===== src/rtl/vxs_pkg.sv =====
package vxs_pkg;

    typedef logic [1:0] lvl_t;

    localparam lvl_t LVL_OK = 2'd0;
    localparam lvl_t LVL_1  = 2'd1;
    localparam lvl_t LVL_2  = 2'd2;
    localparam lvl_t LVL_3  = 2'd3;

    // Decode of a two-bit enable field: 3 none, 1 level 0 only, 0/2 levels 0 and 1
    function automatic lvl_t field_trap(input logic [1:0] fld, input lvl_t el, input lvl_t low);
        lvl_t r;
        r = LVL_OK;
        case (fld)
            2'd3:    r = LVL_OK;
            2'd1:    r = (el == 2'd0) ? low : LVL_OK;
            default: r = (el <= 2'd1) ? low : LVL_OK;
        endcase
        return r;
    endfunction

endpackage


===== src/rtl/vxs_trap_chain.sv =====
module vxs_trap_chain
    import vxs_pkg::*;
#(
    parameter int CTRL_W  = 32,
    parameter int VEC_LSB = 16,
    parameter int FP_LSB  = 20
) (
    input  logic [CTRL_W-1:0] ctrl_word,
    input  logic              l2_fp_trap,
    input  logic              l2_vec_trap,
    input  logic              l3_vec_en,
    input  logic              l3_fp_trap,
    input  lvl_t              cur_lvl,
    input  logic              secure,
    input  logic              l3_is_64,
    output lvl_t              trap_lvl
);

    logic [1:0] vec_fld;
    logic [1:0] fp_fld;
    lvl_t       low_dst;
    lvl_t       vec_res;
    lvl_t       fp_res;

    assign vec_fld = ctrl_word[VEC_LSB +: 2];
    assign fp_fld  = ctrl_word[FP_LSB +: 2];
    assign low_dst = (secure && !l3_is_64) ? LVL_3 : LVL_1;
    assign vec_res = field_trap(vec_fld, cur_lvl, low_dst);
    assign fp_res  = field_trap(fp_fld, cur_lvl, low_dst);

    always_comb begin
        if (vec_res != LVL_OK) begin
            trap_lvl = vec_res;
        end else if (fp_res != LVL_OK) begin
            trap_lvl = fp_res;
        end else if ((cur_lvl <= 2'd2) && (l2_fp_trap || l2_vec_trap) && !secure) begin
            trap_lvl = LVL_2;
        end else if (!l3_vec_en || l3_fp_trap) begin
            trap_lvl = LVL_3;
        end else begin
            trap_lvl = LVL_OK;
        end
    end

endmodule


===== src/rtl/vxs_len_bank.sv =====
module vxs_len_bank
    import vxs_pkg::*;
#(
    parameter int DATA_W = 64,
    parameter int LEN_W  = 4,
    parameter int N_LVL  = 3
) (
    input  logic                        clk,
    input  logic                        rst_n,
    input  logic                        has_l2,
    input  logic                        has_l3,
    input  logic                        wr_ok,
    input  lvl_t                        wr_lvl,
    input  logic [DATA_W-1:0]           wr_data,
    output logic [N_LVL:1][LEN_W-1:0]   len_rd
);

    genvar g;
    generate
        for (g = 1; g <= N_LVL; g++) begin : g_lvl
            logic             present;
            logic [LEN_W-1:0] len_q;

            if (g == 2) begin : g_p2
                assign present = has_l2;
            end else if (g == 3) begin : g_p3
                assign present = has_l3;
            end else begin : g_p1
                assign present = 1'b1;
            end

            always_ff @(posedge clk or negedge rst_n) begin
                if (!rst_n) begin
                    len_q <= '0;
                end else if (wr_ok && present && (wr_lvl == lvl_t'(g))) begin
                    len_q <= wr_data[LEN_W-1:0];
                end
            end

            assign len_rd[g] = present ? len_q : '0;
        end
    endgenerate

endmodule


===== src/rtl/vxs_len_clamp.sv =====
module vxs_len_clamp
    import vxs_pkg::*;
#(
    parameter int LEN_W = 4
) (
    input  logic [3:1][LEN_W-1:0] len_rd,
    input  lvl_t                  cur_lvl,
    input  logic                  has_l2,
    input  logic                  has_l3,
    input  logic                  force_zero,
    output logic [LEN_W-1:0]      eff_len
);

    logic [LEN_W-1:0] base;
    logic [LEN_W-1:0] after_l2;
    logic [LEN_W-1:0] after_l3;

    always_comb begin
        base = (cur_lvl <= 2'd1) ? len_rd[1] : len_rd[cur_lvl];
        after_l2 = base;
        if ((cur_lvl < 2'd2) && has_l2 && (len_rd[2] < base)) begin
            after_l2 = len_rd[2];
        end
        after_l3 = after_l2;
        if ((cur_lvl < 2'd3) && has_l3 && (len_rd[3] < after_l2)) begin
            after_l3 = len_rd[3];
        end
        eff_len = force_zero ? '0 : after_l3;
    end

endmodule


===== src/rtl/vxs_access_ctrl.sv =====
module vxs_access_ctrl
    import vxs_pkg::*;
#(
    parameter int CTRL_W  = 32,
    parameter int DATA_W  = 64,
    parameter int LEN_W   = 4,
    parameter int VEC_LSB = 16,
    parameter int FP_LSB  = 20
) (
    input  logic              clk,
    input  logic              rst_n,
    input  logic [CTRL_W-1:0] ctrl_word,
    input  logic              l2_fp_trap,
    input  logic              l2_vec_trap,
    input  logic              l3_vec_en,
    input  logic              l3_fp_trap,
    input  logic [1:0]        cur_lvl,
    input  logic              secure,
    input  logic              l3_is_64,
    input  logic              has_l2,
    input  logic              has_l3,
    input  logic [1:0]        fp_trap_lvl,
    input  logic              wr_en,
    input  logic [1:0]        wr_lvl,
    input  logic [DATA_W-1:0] wr_data,
    input  logic [1:0]        rd_lvl,
    output logic [1:0]        trap_lvl,
    output logic [DATA_W-1:0] rd_data,
    output logic [LEN_W-1:0]  eff_len
);

    localparam int N_LVL = 3;
    localparam int PAD_W = DATA_W - LEN_W;

    logic                      wr_ok;
    logic                      force_zero;
    logic [N_LVL:1][LEN_W-1:0] len_rd;
    logic [LEN_W-1:0]          len_l1;
    logic [LEN_W-1:0]          len_l2;
    logic [LEN_W-1:0]          len_l3;
    logic [LEN_W-1:0]          rd_len;

    vxs_trap_chain #(
        .CTRL_W  (CTRL_W),
        .VEC_LSB (VEC_LSB),
        .FP_LSB  (FP_LSB)
    ) i_chain (
        .ctrl_word   (ctrl_word),
        .l2_fp_trap  (l2_fp_trap),
        .l2_vec_trap (l2_vec_trap),
        .l3_vec_en   (l3_vec_en),
        .l3_fp_trap  (l3_fp_trap),
        .cur_lvl     (cur_lvl),
        .secure      (secure),
        .l3_is_64    (l3_is_64),
        .trap_lvl    (trap_lvl)
    );

    assign wr_ok = wr_en && (trap_lvl == LVL_OK) && (wr_lvl != 2'd0) && (cur_lvl >= wr_lvl);

    vxs_len_bank #(
        .DATA_W (DATA_W),
        .LEN_W  (LEN_W),
        .N_LVL  (N_LVL)
    ) i_bank (
        .clk     (clk),
        .rst_n   (rst_n),
        .has_l2  (has_l2),
        .has_l3  (has_l3),
        .wr_ok   (wr_ok),
        .wr_lvl  (wr_lvl),
        .wr_data (wr_data),
        .len_rd  (len_rd)
    );

    assign len_l1 = len_rd[1];
    assign len_l2 = len_rd[2];
    assign len_l3 = len_rd[3];

    assign rd_len  = (rd_lvl == 2'd0) ? '0 : len_rd[rd_lvl];
    assign rd_data = {{PAD_W{1'b0}}, rd_len};

    assign force_zero = (trap_lvl != LVL_OK) && (fp_trap_lvl == LVL_OK);

    vxs_len_clamp #(
        .LEN_W (LEN_W)
    ) i_clamp (
        .len_rd     (len_rd),
        .cur_lvl    (cur_lvl),
        .has_l2     (has_l2),
        .has_l3     (has_l3),
        .force_zero (force_zero),
        .eff_len    (eff_len)
    );

endmodule


===== config.mk =====
export PLATFORM = sky130hd
export DESIGN_NAME = vxs_access_ctrl
export DESIGN_NICKNAME = d
export VERILOG_FILES = /design/src/rtl/vxs_pkg.sv /design/src/rtl/vxs_trap_chain.sv /design/src/rtl/vxs_len_bank.sv /design/src/rtl/vxs_len_clamp.sv /design/src/rtl/vxs_access_ctrl.sv
export SDC_FILE = /design/constraint.sdc
export NUM_CORES = 1
export LEC_CHECK = 0
export BUFFER_PORTS_ARGS = -buffer_cell sky130_fd_sc_hd__buf_2
export CORE_ASPECT_RATIO = 2
export CORE_MARGIN = 2
export CORE_UTILIZATION = 31
export CTS_CLUSTER_DIAMETER = 60
export DETAILED_ROUTE_END_ITERATION = 10
export GPL_ROUTABILITY_DRIVEN = 0
export MAX_ROUTING_LAYER = met4
export PLACE_DENSITY_LB_ADDON = 0.05
export SLEW_MARGIN = 40
export SYNTH_ARGS = -nofsm -noshare
export SYNTH_HDL_FRONTEND = slang
export SYNTH_SLANG_ARGS = --single-unit

===== constraint.sdc =====
create_clock -name clk -period 5.33 [get_ports clk]
set_input_delay 1.066 -clock clk [delete_from_list [all_inputs] [get_ports clk]]
set_output_delay 1.066 -clock clk [all_outputs]
set_load 0.01 [all_outputs]

# Yosys cells after proc, flatten, opt, wreduce, memory -nomap -nowiden
# Cells that the tools add are included.
dict set report totals {
  regBits 12
}
dict set report classes {
  n_eq_ne 7
  n_mux 20
  magnitude_cmp 9
  reduce_logical 29
}
# cell n
set ops {}
lappend ops {{$mux W4} 9}
lappend ops {{$bmux W4 S2} 2}
lappend ops {{$logic_and A1 B1 Y1} 16}
lappend ops {{$mux W2} 7}
lappend ops {{$eq A2 B2 Y1 const B} 4}
lappend ops {{$logic_not A2 Y1} 4}
lappend ops {{$lt A4 B4 Y1} 2}
lappend ops {{$pmux W2 S2} 2}
lappend ops {{$reduce_bool A2 Y1} 4}
lappend ops {{$eq A2 B1 Y1 const B} 3}
lappend ops {{$lt A2 B3 Y1 const B} 2}
lappend ops {{$lt A2 B2 Y1 const B} 2}
lappend ops {{$logic_not A1 Y1} 3}
lappend ops {{$ge A2 B2 Y1} 1}
lappend ops {{$le A2 B1 Y1 const B} 1}
lappend ops {{$le A2 B2 Y1 const B} 1}
lappend ops {{$logic_or A1 B1 Y1} 2}

# Depth between registers and ports, before layout
dict set report logic_depth {
  ltp_word 14
  ltp_mapped 15
  mapped_depth_nobuf 14
}

# By module
# Synthesis repeated with hierarchy kept, for this count alone.
dict set report hier_totals {
  cells_unflattened 182
  hier_area_um2 1609.0
}
# mod n_inst cells_each area_each_um2
set modules_own_cells {}
lappend modules_own_cells {vxs_access_ctrl 1 80 610.6}
lappend modules_own_cells {vxs_len_bank 1 35 508.0}
lappend modules_own_cells {vxs_len_clamp 1 57 416.6}
lappend modules_own_cells {vxs_trap_chain 1 10 73.8}

# Least setup slack after synthesis
# Ideal clock, no wire load.
dict set report synth_path {
  path_kind {input -> output}
  start {in cur_lvl[1]}
  end {out eff_len[0]}
  t_required_ns 4.264
  path_buffers 1
  arrival_time_ns 4.142
  slack_ns 0.122
  cell_stages 15
  path_cell_list {buf_4 > nor2b_1 > nand2_1 > o221ai_1 > ha_1 > a31o_2 > a31oi_1 > o211ai_1 > mux2_2 > ha_1 > o211a_1 > o21a_1 > a31o_1 > or3_4 > o221a_1}
}
dict set report synth_via {
  elab_chain_cells 10
  word_cells_on_any_way 30
  cone_classes {order compare (6); mux (13); reduce/logical (11)}
}
# item line_no
set synth_rtl {}
lappend synth_rtl {{start, declared} vxs_access_ctrl.sv:17} ;# input logic [1:0] cur_lvl,
lappend synth_rtl {{$bmux W4 S2} vxs_len_clamp.sv:19} ;# base = (cur_lvl <= 2'd1) ? len_rd[1] : len_rd[cur_lvl];
lappend synth_rtl {{$mux W4 (implied by the code)} vxs_len_clamp.sv:19}
lappend synth_rtl {{$mux W4} vxs_len_clamp.sv:19}
lappend synth_rtl {{$lt A4 B4 Y1} vxs_len_clamp.sv:21} ;# if ((cur_lvl < 2'd2) && has_l2 && (len_rd[2] < base)) begin
lappend synth_rtl {{$logic_and A1 B1 Y1} vxs_len_clamp.sv:21}
lappend synth_rtl {{$mux W4} vxs_len_clamp.sv:21}
lappend synth_rtl {{$lt A4 B4 Y1} vxs_len_clamp.sv:25} ;# if ((cur_lvl < 2'd3) && has_l3 && (len_rd[3] < after_l2)) begin
lappend synth_rtl {{$logic_and A1 B1 Y1} vxs_len_clamp.sv:25}
lappend synth_rtl {{$mux W4} vxs_len_clamp.sv:25}
lappend synth_rtl {{$mux W4 *} vxs_len_clamp.sv:28} ;# eff_len = force_zero ? '0 : after_l3;
lappend synth_rtl {{end, declared} vxs_access_ctrl.sv:29} ;# output logic [LEN_W-1:0] eff_len
# Mark *: on every way between the ends. The rest lies on a longest branch, timed or not. The select of a mux whose other input is x is not followed.

# Final worst setup path
# Same ends and word-level chain as after synthesis.

==> flow_summary.ini <==
[power]
ir_worst_vdd_mv = 0.152
p_switching_mw = 0.141
powerDensity_nw_per_um2 = 194
clkPwrFrac_pct = 25.3
p_int_mw = 0.259
netSwitchingFraction_pct = 35.3
power.share.combinational_pct = 46.4
seqPwrFrac_pct = 28.3
power_leakage_nw = 1.13

[routing]
dr.first_iter.drc_count = 21
via_per_inst = 4.33
antenna_left = 0
dr.pass1.iters = 4
wl_per_cell_um = 12.8
drt_wl_total_mm = 3.94
detailroute.via_count = 1329
drc_errors = 0

[layout]
postLayoutCoreUtil_pct = 40.9
top_register = i_bank.g_lvl.len_q
final_common_cell = conb_1
largest_reg_flops = 12
layout-drive-gt1-share_pct = 42.2
layout_common_cells = 60 x conb_1, 33 x buf_2, 30 x buf_4
nNetsFinal = 373
insertedDiodeCount = 0
reg.largest.list = i_bank.g_lvl.len_q (12)
area_delta_synth_final_pct = 29.4
final_cell_area_um2 = 2070

[placed_design]
hpwl_mm = 3.30
placed_area_um2 = 1790
io_buffers = 36
dpl_worst_slack_ns = -0.229

[synth]
netlist_area_um2 = 1600
ys_ff_latch = 12
syn_avg_cell_area_um2 = 8.87
synth_edf_count = 0
synth_top_flop_cell = dfrtp_1
async_flop_share_pct = 100
ys_types = 41
synth_seq_area_share_pct = 18.8
yosys_warnings = 0
synthCells = 180

[grt]
overflow = 0
grt_pass1_wl_mm = 6.13
grt_pass1_vias = 1287
grt_max_degree = 13
antenna_found_initial = 0
grt_use_total_pct = 14.3

[timing]
fin_worst_skew_ns = 0
setup_violations = 0
worst_pin_slew_ns = 0.727
fin_crit_ns = 5.29
setup_tns_ns = 0
timing.fmax_ghz = 0.189
finalHoldViolCount = 0
drv_slew = 0
rsz0062_at_grt = yes
min_period_over_period_pct = 99.2
relSlewSlack_pct = 51.0
setup_slack_ns = 0.0435

[critical_path]
rrSetupSlack_ns = 4.50
r2r_end = i_bank.g_lvl[3].len_q[1]
path_max_fanout = 7
critPathBufInv = 5
crit_family = compound AO/OA/AOI/OAI gates
reg2reg_depth = 1
end_kind = primary output
crit_start = cur_lvl[1]
slowest_delay_ns = 0.35
critical_path.reg2reg.startpoint = i_bank.g_lvl[3].len_q[1]
slowest_stage = or3_4
cp.arrival_ns = 4.22
path_cells = buf_8, buf_8, o221ai_4, ha_4, a31o_4, a31oi_1, o211ai_1, buf_4, buf_6, mux2_4, ha_4, o211a_4, o21a_1, a31o_1, or3_4, o221a_1, buf_2
worstSetupStartpointType = primary input
crit_type = primary input to primary output
required_ns = 4.26

[floorplan]
die_width_um = 54.7
core-area_um2 = 5050
die_y_um = 105
fp-row-count = 37
dieArea_um2 = 5780
initial_utilization_pct = 31.6
ios = 185

[clock_tree]
clock-sinks = 12
cts_root_buf = clkbuf_8
htreeDepth = 1
cts_tree = yes
cts_hold_buffers = 0
clockBufferDepth = 2
clkSlewWorstSetupHoldPaths_ns = 0.05
clk_latency_ns = 0.24
cts_inserted_buffers = 3

[worst_hold_path]
hp-class = flop to flop
hold_depth = 1
hp-start = i_bank.g_lvl[2].len_q[1]
min_to = i_bank.g_lvl[2].len_q[1]

[run_status]
outcome = completed

[run]
drv_cap = 0
-- synth_stat cells (2+ instances only) --
cell type | number | area, µm²
a31oi_1 | 2 | 12.5
nor2_1 | 7 | 26.3
nand2b_1 | 3 | 18.8
mux2i_1 | 4 | 40.0
dfrtp_1 | 12 | 300
o221ai_1 | 3 | 26.3
nand2_1 | 13 | 48.8
nand3_1 | 2 | 10.0
inv_1 | 6 | 22.5
mux2_1 | 5 | 56.3
a21o_1 | 2 | 15.0
and2_1 | 4 | 25.0
buf_4 | 61 | 458
o41ai_1 | 3 | 26.3
o22ai_1 | 5 | 31.3
a21oi_1 | 6 | 30.0
ha_1 | 8 | 100
mux2_2 | 10 | 113
nor2b_1 | 2 | 12.5
-- layout make-up --
| class | instances | area (µm²) |
|---|---|---|
| fill | 530 | 2980 |
| multi-input combinational | 158 | 1150 |
| timing repair buffer | 69 | 465 |
| sequential | 12 | 300 |
| tap | 58 | 72.6 |
| clock buffer | 4 | 55.1 |
| inverter | 6 | 22.5 |
-- cell families after synthesis --
logic type,after synthesis,share of synthesized area (%)
flops,12,18.8
other cells,1,0.235
mux,19,13.1
simple gates,38,14.9
fa+ha+maj,8,6.27
buf+inv,69,31.0
compound gates,33,15.7
-- worst max path at each step --
stage / end / slack, ns / cells after the start
floorplan: eff_len[0] / 0.12 / 15
global placement: eff_len[0] / -0.25 / 16
detailed placement: eff_len[0] / -0.23 / 16
CTS: eff_len[0] / -0.02 / 17
global route: eff_len[0] / -0.08 / 17
finish: eff_len[0] / 0.04 / 17
-- stage by stage --
stage	std cells	total power [mW]	hold WS, ns
6_report	307	0.400	0.514
5_1_grt	307	0.426	0.532
4_1_cts	303	0.384	0.517
3_5_place_dp	296	0.267	0.499
3_3_place_gp	296	0.266	0.502
2_1_floorplan	239	0.237	0.465
-- per-layer routing --
layer	track usage (%)	vias up	routed length, µm
li1	-	656	-
met2	24.1	40	2150
met3	1.70	4	193
met5	-	-	0
met4	3.21	0	21
met1	17.5	629	1570
-- power groups by stage --
stage | sequential, mW | clock (mW) | combinational [mW]
after floorplan | 0.109 | 0 | 0.127
after global placement | 0.114 | 0 | 0.153
after detailed placement | 0.114 | 0 | 0.154
after CTS | 0.113 | 0.104 | 0.167
after global routing | 0.115 | 0.108 | 0.204
final | 0.113 | 0.101 | 0.185
-- what timing repair did --
item,in CTS,in global routing
endpoints found under the setup margin,4,4
gates resized for setup,15,16
setup buffers,3,4
pin swaps,8,7
cloned,0,0
Note: power is estimated with default switching activity, not from simulation.
